### src/rtl/mbf_pkg.sv
package mbf_pkg;
    localparam int unsigned DQ_W   = 16;
    localparam int unsigned HALF_W = DQ_W / 2;

    typedef struct packed {
        logic [DQ_W-1:0] dq;
        logic [DQ_W-1:0] oe;
    } drv_t;
endpackage

### src/rtl/mbf_sync.sv
module mbf_sync #(
    parameter int unsigned N = 4,
    parameter logic [N-1:0] RST_VAL = '1
) (
    input  logic         clk,
    input  logic         rst_n,
    input  logic [N-1:0] d_i,
    output logic [N-1:0] q_o
);
    typedef struct packed {
        logic [N-1:0] s1;
        logic [N-1:0] s2;
    } sync_t;

    sync_t st_d, st_q;

    always_comb begin
        st_d.s1 = d_i;
        st_d.s2 = st_q.s1;
    end

    always_ff @(posedge clk or negedge rst_n) begin
        if (!rst_n) begin
            st_q.s1 <= RST_VAL;
            st_q.s2 <= RST_VAL;
        end else begin
            st_q <= st_d;
        end
    end

    assign q_o = st_q.s2;
endmodule

### src/rtl/mbf_wr.sv
module mbf_wr #(
    parameter int unsigned ADDR_W = 19
) (
    input  logic                     clk,
    input  logic                     rst_n,
    input  logic                     ce_s,
    input  logic                     we_s,
    input  logic                     rp_s,
    input  logic                     byte_n,
    input  logic [ADDR_W-1:0]        addr_i,
    input  logic [mbf_pkg::DQ_W-1:0] dq_i,
    output logic                     cmd_valid_o,
    output logic [ADDR_W:0]          cmd_addr_o,
    output logic [mbf_pkg::DQ_W-1:0] cmd_data_o,
    output logic                     cmd_byte_o
);
    import mbf_pkg::*;

    typedef struct packed {
        logic              act;
        logic              bmode;
        logic [ADDR_W:0]   addr;
        logic              vld;
        logic [DQ_W-1:0]   data;
    } wr_t;

    wr_t  st_d, st_q;
    logic act_now;

    always_comb begin
        st_d     = st_q;
        st_d.vld = 1'b0;
        act_now  = !ce_s && !we_s;
        st_d.act = act_now;
        if (act_now && !st_q.act) begin
            st_d.bmode = !byte_n;
            st_d.addr  = byte_n ? {1'b0, addr_i} : {addr_i, dq_i[DQ_W-1]};
        end
        if (!act_now && st_q.act && rp_s) begin
            st_d.vld  = 1'b1;
            st_d.data = st_q.bmode ? {{HALF_W{1'b0}}, dq_i[HALF_W-1:0]} : dq_i;
        end
    end

    always_ff @(posedge clk or negedge rst_n) begin
        if (!rst_n) begin
            st_q <= '0;
        end else begin
            st_q <= st_d;
        end
    end

    assign cmd_valid_o = st_q.vld;
    assign cmd_addr_o  = st_q.addr;
    assign cmd_data_o  = st_q.data;
    assign cmd_byte_o  = st_q.bmode;
endmodule

### src/rtl/mbf_rd.sv
module mbf_rd (
    input  logic                       clk,
    input  logic                       rst_n,
    input  logic                       ce_s,
    input  logic                       oe_s,
    input  logic                       we_s,
    input  logic                       rp_s,
    input  logic                       byte_n,
    input  logic                       lsb_i,
    input  logic [mbf_pkg::DQ_W-1:0]   rd_data_i,
    input  logic                       rd_status_i,
    input  logic [mbf_pkg::HALF_W-1:0] status_i,
    output logic [mbf_pkg::DQ_W-1:0]   dq_o,
    output logic [mbf_pkg::DQ_W-1:0]   dq_oe_o
);
    import mbf_pkg::*;

    drv_t drv_d, drv_q;
    logic en;

    always_comb begin
        drv_d = '0;
        en    = !ce_s && !oe_s && we_s && rp_s;
        if (en) begin
            if (byte_n) begin
                drv_d.oe = '1;
                drv_d.dq = rd_status_i ? {{HALF_W{1'b0}}, status_i} : rd_data_i;
            end else begin
                drv_d.oe = {{HALF_W{1'b0}}, {HALF_W{1'b1}}};
                if (rd_status_i) begin
                    drv_d.dq[HALF_W-1:0] = status_i;
                end else if (lsb_i) begin
                    drv_d.dq[HALF_W-1:0] = rd_data_i[DQ_W-1:HALF_W];
                end else begin
                    drv_d.dq[HALF_W-1:0] = rd_data_i[HALF_W-1:0];
                end
            end
        end
    end

    always_ff @(posedge clk or negedge rst_n) begin
        if (!rst_n) begin
            drv_q <= '0;
        end else begin
            drv_q <= drv_d;
        end
    end

    assign dq_o    = drv_q.dq;
    assign dq_oe_o = drv_q.oe;
endmodule

### src/rtl/mem_bus_front.sv
module mem_bus_front #(
    parameter int unsigned ADDR_W = 19
) (
    input  logic                       clk,
    input  logic                       rst_n,
    input  logic                       ce_n,
    input  logic                       we_n,
    input  logic                       oe_n,
    input  logic                       rp_n,
    input  logic                       byte_n,
    input  logic [ADDR_W-1:0]          addr_i,
    input  logic [mbf_pkg::DQ_W-1:0]   dq_i,
    output logic [mbf_pkg::DQ_W-1:0]   dq_o,
    output logic [mbf_pkg::DQ_W-1:0]   dq_oe_o,
    output logic [ADDR_W-1:0]          rd_addr_o,
    input  logic [mbf_pkg::DQ_W-1:0]   rd_data_i,
    input  logic                       rd_status_i,
    input  logic [mbf_pkg::HALF_W-1:0] status_i,
    output logic                       cmd_valid_o,
    output logic [ADDR_W:0]            cmd_addr_o,
    output logic [mbf_pkg::DQ_W-1:0]   cmd_data_o,
    output logic                       cmd_byte_o
);
    import mbf_pkg::*;

    localparam int unsigned NSTRB = 4;

    logic [NSTRB-1:0] strb_s;
    logic             ce_s, we_s, oe_s, rp_s;

    mbf_sync #(.N(NSTRB), .RST_VAL({NSTRB{1'b1}})) u_sync (
        .clk   (clk),
        .rst_n (rst_n),
        .d_i   ({rp_n, oe_n, we_n, ce_n}),
        .q_o   (strb_s)
    );

    assign ce_s = strb_s[0];
    assign we_s = strb_s[1];
    assign oe_s = strb_s[2];
    assign rp_s = strb_s[3];

    mbf_wr #(.ADDR_W(ADDR_W)) u_wr (
        .clk         (clk),
        .rst_n       (rst_n),
        .ce_s        (ce_s),
        .we_s        (we_s),
        .rp_s        (rp_s),
        .byte_n      (byte_n),
        .addr_i      (addr_i),
        .dq_i        (dq_i),
        .cmd_valid_o (cmd_valid_o),
        .cmd_addr_o  (cmd_addr_o),
        .cmd_data_o  (cmd_data_o),
        .cmd_byte_o  (cmd_byte_o)
    );

    mbf_rd u_rd (
        .clk         (clk),
        .rst_n       (rst_n),
        .ce_s        (ce_s),
        .oe_s        (oe_s),
        .we_s        (we_s),
        .rp_s        (rp_s),
        .byte_n      (byte_n),
        .lsb_i       (dq_i[DQ_W-1]),
        .rd_data_i   (rd_data_i),
        .rd_status_i (rd_status_i),
        .status_i    (status_i),
        .dq_o        (dq_o),
        .dq_oe_o     (dq_oe_o)
    );

    assign rd_addr_o = addr_i;
endmodule

### config.mk
export PLATFORM = sky130hd
export DESIGN_NAME = mem_bus_front
export DESIGN_NICKNAME = d
export VERILOG_FILES = /design/src/rtl/mbf_pkg.sv /design/src/rtl/mbf_sync.sv /design/src/rtl/mbf_wr.sv /design/src/rtl/mbf_rd.sv /design/src/rtl/mem_bus_front.sv
export SDC_FILE = /design/constraint.sdc
export NUM_CORES = 1
export LEC_CHECK = 0
export BUFFER_PORTS_ARGS = -buffer_cell sky130_fd_sc_hd__buf_2
export CAP_MARGIN = 30
export CORE_MARGIN = 1.5
export CORE_UTILIZATION = 30
export DETAILED_ROUTE_END_ITERATION = 10
export PLACE_DENSITY_LB_ADDON = 0.08
export SYNTH_ARGS = -nofsm -noshare
export SYNTH_HDL_FRONTEND = slang
export SYNTH_SLANG_ARGS = --single-unit
### constraint.sdc
create_clock -name clk -period 2.5 [get_ports clk]
set_clock_uncertainty 0.1 [all_clocks]
set_input_delay 0.5 -clock clk [delete_from_list [all_inputs] [get_ports clk]]
set_output_delay 0.5 -clock clk [all_outputs]
set_load 0.01 [all_outputs]
## Word level (Yosys, flattened, before mapping)

Index checks and enable logic that the tools add are counted.

| operators by class | value |
|---|---|
| add/sub/neg operators | 0 |
| multiply operators | 0 |
| div/mod/pow operators | 0 |
| magnitude comparators | 0 |
| equality and inequality tests | 0 |
| shifts and indexed selects | 0 |
| multiplexer cells | 9 |
| bitwise logic cells | 0 |
| reductions and logical operators | 13 |

Operators with widths:

| cell | count |
|---|---|
| $mux 16 | 2 |
| $mux 32 | 1 |
| $mux 24 | 1 |
| $mux 8 | 3 |
| $mux 20 | 1 |
| $mux 17 | 1 |
| $logic_and 1x1->1 | 7 |
| $logic_not 1->1 | 6 |

| word-level totals | value |
|---|---|
| bits in registers | 79 |
| bits in latches | 0 |
| RAM bits | 0 |
| memory bits (read-only) | 0 |
| bits of input ports | 67 |
| output and inout port bits | 89 |
| logic and storage cells | 31 |
| memories kept | 0 |

## Logic depth before layout (Yosys ltp)

| depth | value |
|---|---|
| word-level depth | 6 |
| depth in mapped cells | 4 |
| gate-level depth less buffers | 3 |

## Hierarchy

A second synthesis with hierarchy kept.

| unflattened totals | value |
|---|---|
| cell total of the unflattened synthesis | 260 |
| area, all modules | 3320.7 um^2 |

Modules (own cells, without submodules):

| module | instances | cells each | area an instance (um^2) | seq. area each (um^2) |
|---|---|---|---|---|
| mbf_wr | 1 | 150 | 2060.7 | 975.9 |
| mbf_rd | 1 | 83 | 907.1 | 450.4 |
| mbf_sync | 1 | 8 | 210.2 | 210.2 |
| mem_bus_front | 1 | 19 | 142.6 | 0.0 |

## Worst setup path before layout

No wires, ideal clock.

| timing path | value |
|---|---|
| kind | register -> register |
| start point | register u_sync.st_q (netlist bit u_sync.q_o[1]) |
| end point | register u_wr.st_q (netlist bit u_wr.cmd_data_o[5]) |
| library setup time | 125 ps |
| arrival | 1180 ps |
| data required time | 2275 ps |
| path slack | 1095 ps |
| stages on the path, launching flop included | 4 |
| path buffers | 1 |
| period minus slack after synthesis | 1405 ps |
| path through | dfstp_2 > o211ai_2 > buf_4 > mux2_2 |

| between the ends | value |
|---|---|
| longest elaborated chain between the ends | 5 |

Ends and longest elaborated chain:

| item | line | RTL |
|---|---|---|
| from (decl) | mbf_sync.sv:15 | `sync_t st_d, st_q;` |
| from (signal assigned) | mbf_sync.sv:27 | `st_q <= st_d;` |
| $logic_not 1->1 | mbf_wr.sv:33 | `act_now = !ce_s && !we_s;` |
| $logic_and 1x1->1 | mbf_wr.sv:33 |  |
| $logic_not 1->1 | mbf_wr.sv:39 | `if (!act_now && st_q.act && rp_s) begin` |
| $logic_and 1x1->1 (2 in series) | mbf_wr.sv:39 |  |
| to (signal assigned) | mbf_wr.sv:49 | `st_q <= st_d;` |
| to (decl) | mbf_wr.sv:27 | `wr_t st_d, st_q;` |

No other way between the ends.
A chain may end at the register's enable or synchronous reset.

## Worst setup path after layout

| timing path | value |
|---|---|
| start point | register u_wr.st_q (netlist bit u_wr.cmd_byte_o) |
| end point | output cmd_byte_o |

RTL lines:

| item | line | RTL |
|---|---|---|
| to (decl) | mem_bus_front.sv:22 | `output logic cmd_byte_o` |

No word-level cell between the ends.

==> results.json <==
{
  "run_status": "finished clean",
  "reg2reg_setup_slack_ns": 0.91,
  "crit_arrival_ns": 1.05,
  "avgViaCountPerCell": 4.17,
  "crit_cells": 1,
  "final_common_cell": "buf_2",
  "initial_utilization": 0.306,
  "crit_slowest_cell": "dfrtp_1",
  "die_h_um": 105,
  "timing.critical_path.buf_inv": 1,
  "dp.cells": 506,
  "gr-usage-all-layers": 0.123,
  "cp-end-kind": "output pin",
  "ant_nets": 0,
  "drt_first_pass_iters": 4,
  "cts_root_buf": "clkbuf_8",
  "fill_cells": 1076,
  "drt_wl_total_mm": 6.65,
  "clkSinkCount": 65,
  "ys_types": 21,
  "grt-busiest-layer": "met2",
  "slew_violations": 0,
  "setup_viol": 0,
  "drc_errors": 0,
  "grtUsageMet3": 0.0387,
  "gp_congestion": 0.700,
  "syn_avg_cell_area_sq_um": 10.7,
  "ys.warnings.count": 0,
  "fin_crit_sh": 0.661,
  "finalHoldViolations": 0,
  "cts_tree": "done",
  "cp_cell_sequence": "buf_2",
  "ir_worst_vdd_mv": 0.224,
  "drive_gt1_frac": 0.510,
  "gr-total-overflow": 0,
  "synth_top_area_cell": "dfrtp_1",
  "ios": 156,
  "seqCellArea_sq_um": 1640,
  "synthTopCellsByArea": "dfrtp_1, buf_4, dfstp_2",
  "worst_r2r_path_depth": 2,
  "use_met1": 0.163,
  "grtUsageMet2": 0.178,
  "fin_tns_setup_ns": 0,
  "path_class": "flop to output pin",
  "vias": 2182,
  "drt-initial-drc-count": 54,
  "relSlewSlack": 0.549,
  "dieArea_sq_um": 11000,
  "worstMarginPinSlew_ns": 0.675,
  "worst_path_largest_cell_delay_ns": 0.52,
  "worstSkewPairLatency_ns": 0.34,
  "required_ns": 1.90,
  "p_per_area_nw_per_um2": 695,
  "final_cells": 523,
  "clk_pin_slew_ns": 0.07,
  "synth_fp_nets": 358,
  "htree_levels": 3,
  "syn_area_sq_um": 3120,
  "cts-resized-gates": 0,
  "grt_pass1_wl_mm": 10.3,
  "fmax_mhz": 605,
  "syn-instance-count": 291,
  "antenna_found_initial": 0,
  "period_minus_slack_ns": 1.65,
  "die_x_um": 105,
  "grt_max_degree": 66,
  "place_hpwl_mm": 4.72,
  "synth-seq-area-share": 0.525,
  "mostFrequentLayoutCells": "buf_2, dfrtp_1, nor2_1",
  "routedWlPerCell_um": 12.7,
  "maxCapViolCount": 0,
  "cts_inserted_buffers": 9,
  "cp-start-kind": "flop",
  "cts_hold_buf": 0,
  "multiInputGateArea_sq_um": 883,
  "p_leak_nw": 1.94,
  "ctsLongestPathBuffers": 2,
  "cpLargestDelayFamily": "flip-flops",
  "synth_top_cell_area_share": 0.458,
  "nets": 448,
  "core_area_sq_um": 10200,
  "post_cts_buffers": 0,
  "rsz0062_at_grt": "no",
  "num_rows": 37,
  "hold_class": "input pin to async pin",
  "port_buffers": 155,
  "synth-seq-cells": 65,
  "path_max_fanout": 10,
  "grt_pass1_vias": 2005,
  "syn2layout_area_growth_pct": 20.3
}
[final timing paths]
check / startpoint / end
max: u_wr.cmd_byte_o$_DFFE_PN0P_ / cmd_byte_o
min: rst_n / u_wr.cmd_addr_o[7]$_DFFE_PN0P_
max reg2reg: u_sync.q_o[1]$_DFF_PN1_ / u_wr.cmd_byte_o$_DFFE_PN0P_
min reg2reg: u_sync.st_d[3]$_DFF_PN1_ / u_sync.q_o[3]$_DFF_PN1_
max in group asynchronous: rst_n / u_sync.q_o[2]$_DFF_PN1_
min in group clk: oe_n / u_sync.st_d[2]$_DFF_PN1_
[kinds of logic after synthesis]
kind of cell | after synthesis | synth area share
buffers and inverters | 86 | 0.193
AND/OR/NAND/NOR | 83 | 0.141
flip-flops | 65 | 0.525
AO/OA/AOI/OAI | 30 | 0.0506
multiplexers | 27 | 0.0904
[registers in the layout, indices dropped and copies added, names as in the netlist]
| signal | cells |
|---|---|
| u_wr.st_q | 1 |
| u_wr.cmd_byte_o | 1 |
| u_wr.cmd_data_o | 16 |
| u_wr.cmd_addr_o | 20 |
| u_sync.st_d | 4 |
| u_rd.dq_o | 16 |
| u_rd.dq_oe_o | 2 |
| u_wr.cmd_valid_o | 1 |
| u_sync.q_o | 4 |
[worst register-to-register path, cell delays in order, from the launching register on]
cell     delay (ns)
dfstp_2        0.40
nor3_4         0.57
mux2_2         0.41
[area by class of cell]
class / instances / share of cell area
Antenna cell: 1 / 0.000668
Clock buffer: 9 / 0.0330
Tap cell: 136 / 0.0454
Sequential cell: 65 / 0.437
Inverter: 4 / 0.00401
Timing Repair Buffer: 161 / 0.226
Clock inverter: 7 / 0.0190
Multi-Input combinational cell: 140 / 0.236
[report_power, final]
group | internal, W | switching (W)
Combinational | 0.000227 | 0.000252
Clock | 0.000458 | 0.000424
Sequential | 0.00118 | 0.0000654
Total | 0.00186 | 0.000742
[layer usage]
metal  up-vias  wire length [um]
met1      1001              3020
li1       1079                 -
met4         0               112
met3         9               521
met2        93              3000
met5         -                 0
[through the flow]
step	instance area [sq um]	hold WS (ns)	total power, W	util	setup WS (ns)
floorplan	3120	0.104	0.00167	-	1.09
finish	3750	0.0671	0.00260	0.368	0.848
CTS	3750	0.0701	0.00266	0.368	0.814
global route	3750	0.0776	0.00276	0.368	0.774
detailed placement	3550	0.247	0.00176	0.349	0.886
global placement	3550	0.247	0.00175	0.349	0.906
[synthesized netlist by cell type]
cell type and number:
nor2_1 21, a21oi_1 20, nand2_1 8, nand3_1 1, mux2_2 9, nand2b_1 9
and2_1 8, buf_4 72, nor3_1 16, nor3_2 2, nor4_1 8, buf_2 7
o21ai_0 9, clkbuf_1 3, o211ai_2 1, dfstp_2 8, nor2b_1 9, mux2i_1 18
nand4bb_1 1, dfrtp_1 57, inv_1 4
No activity file was read; power rests on OpenSTA's default activity.
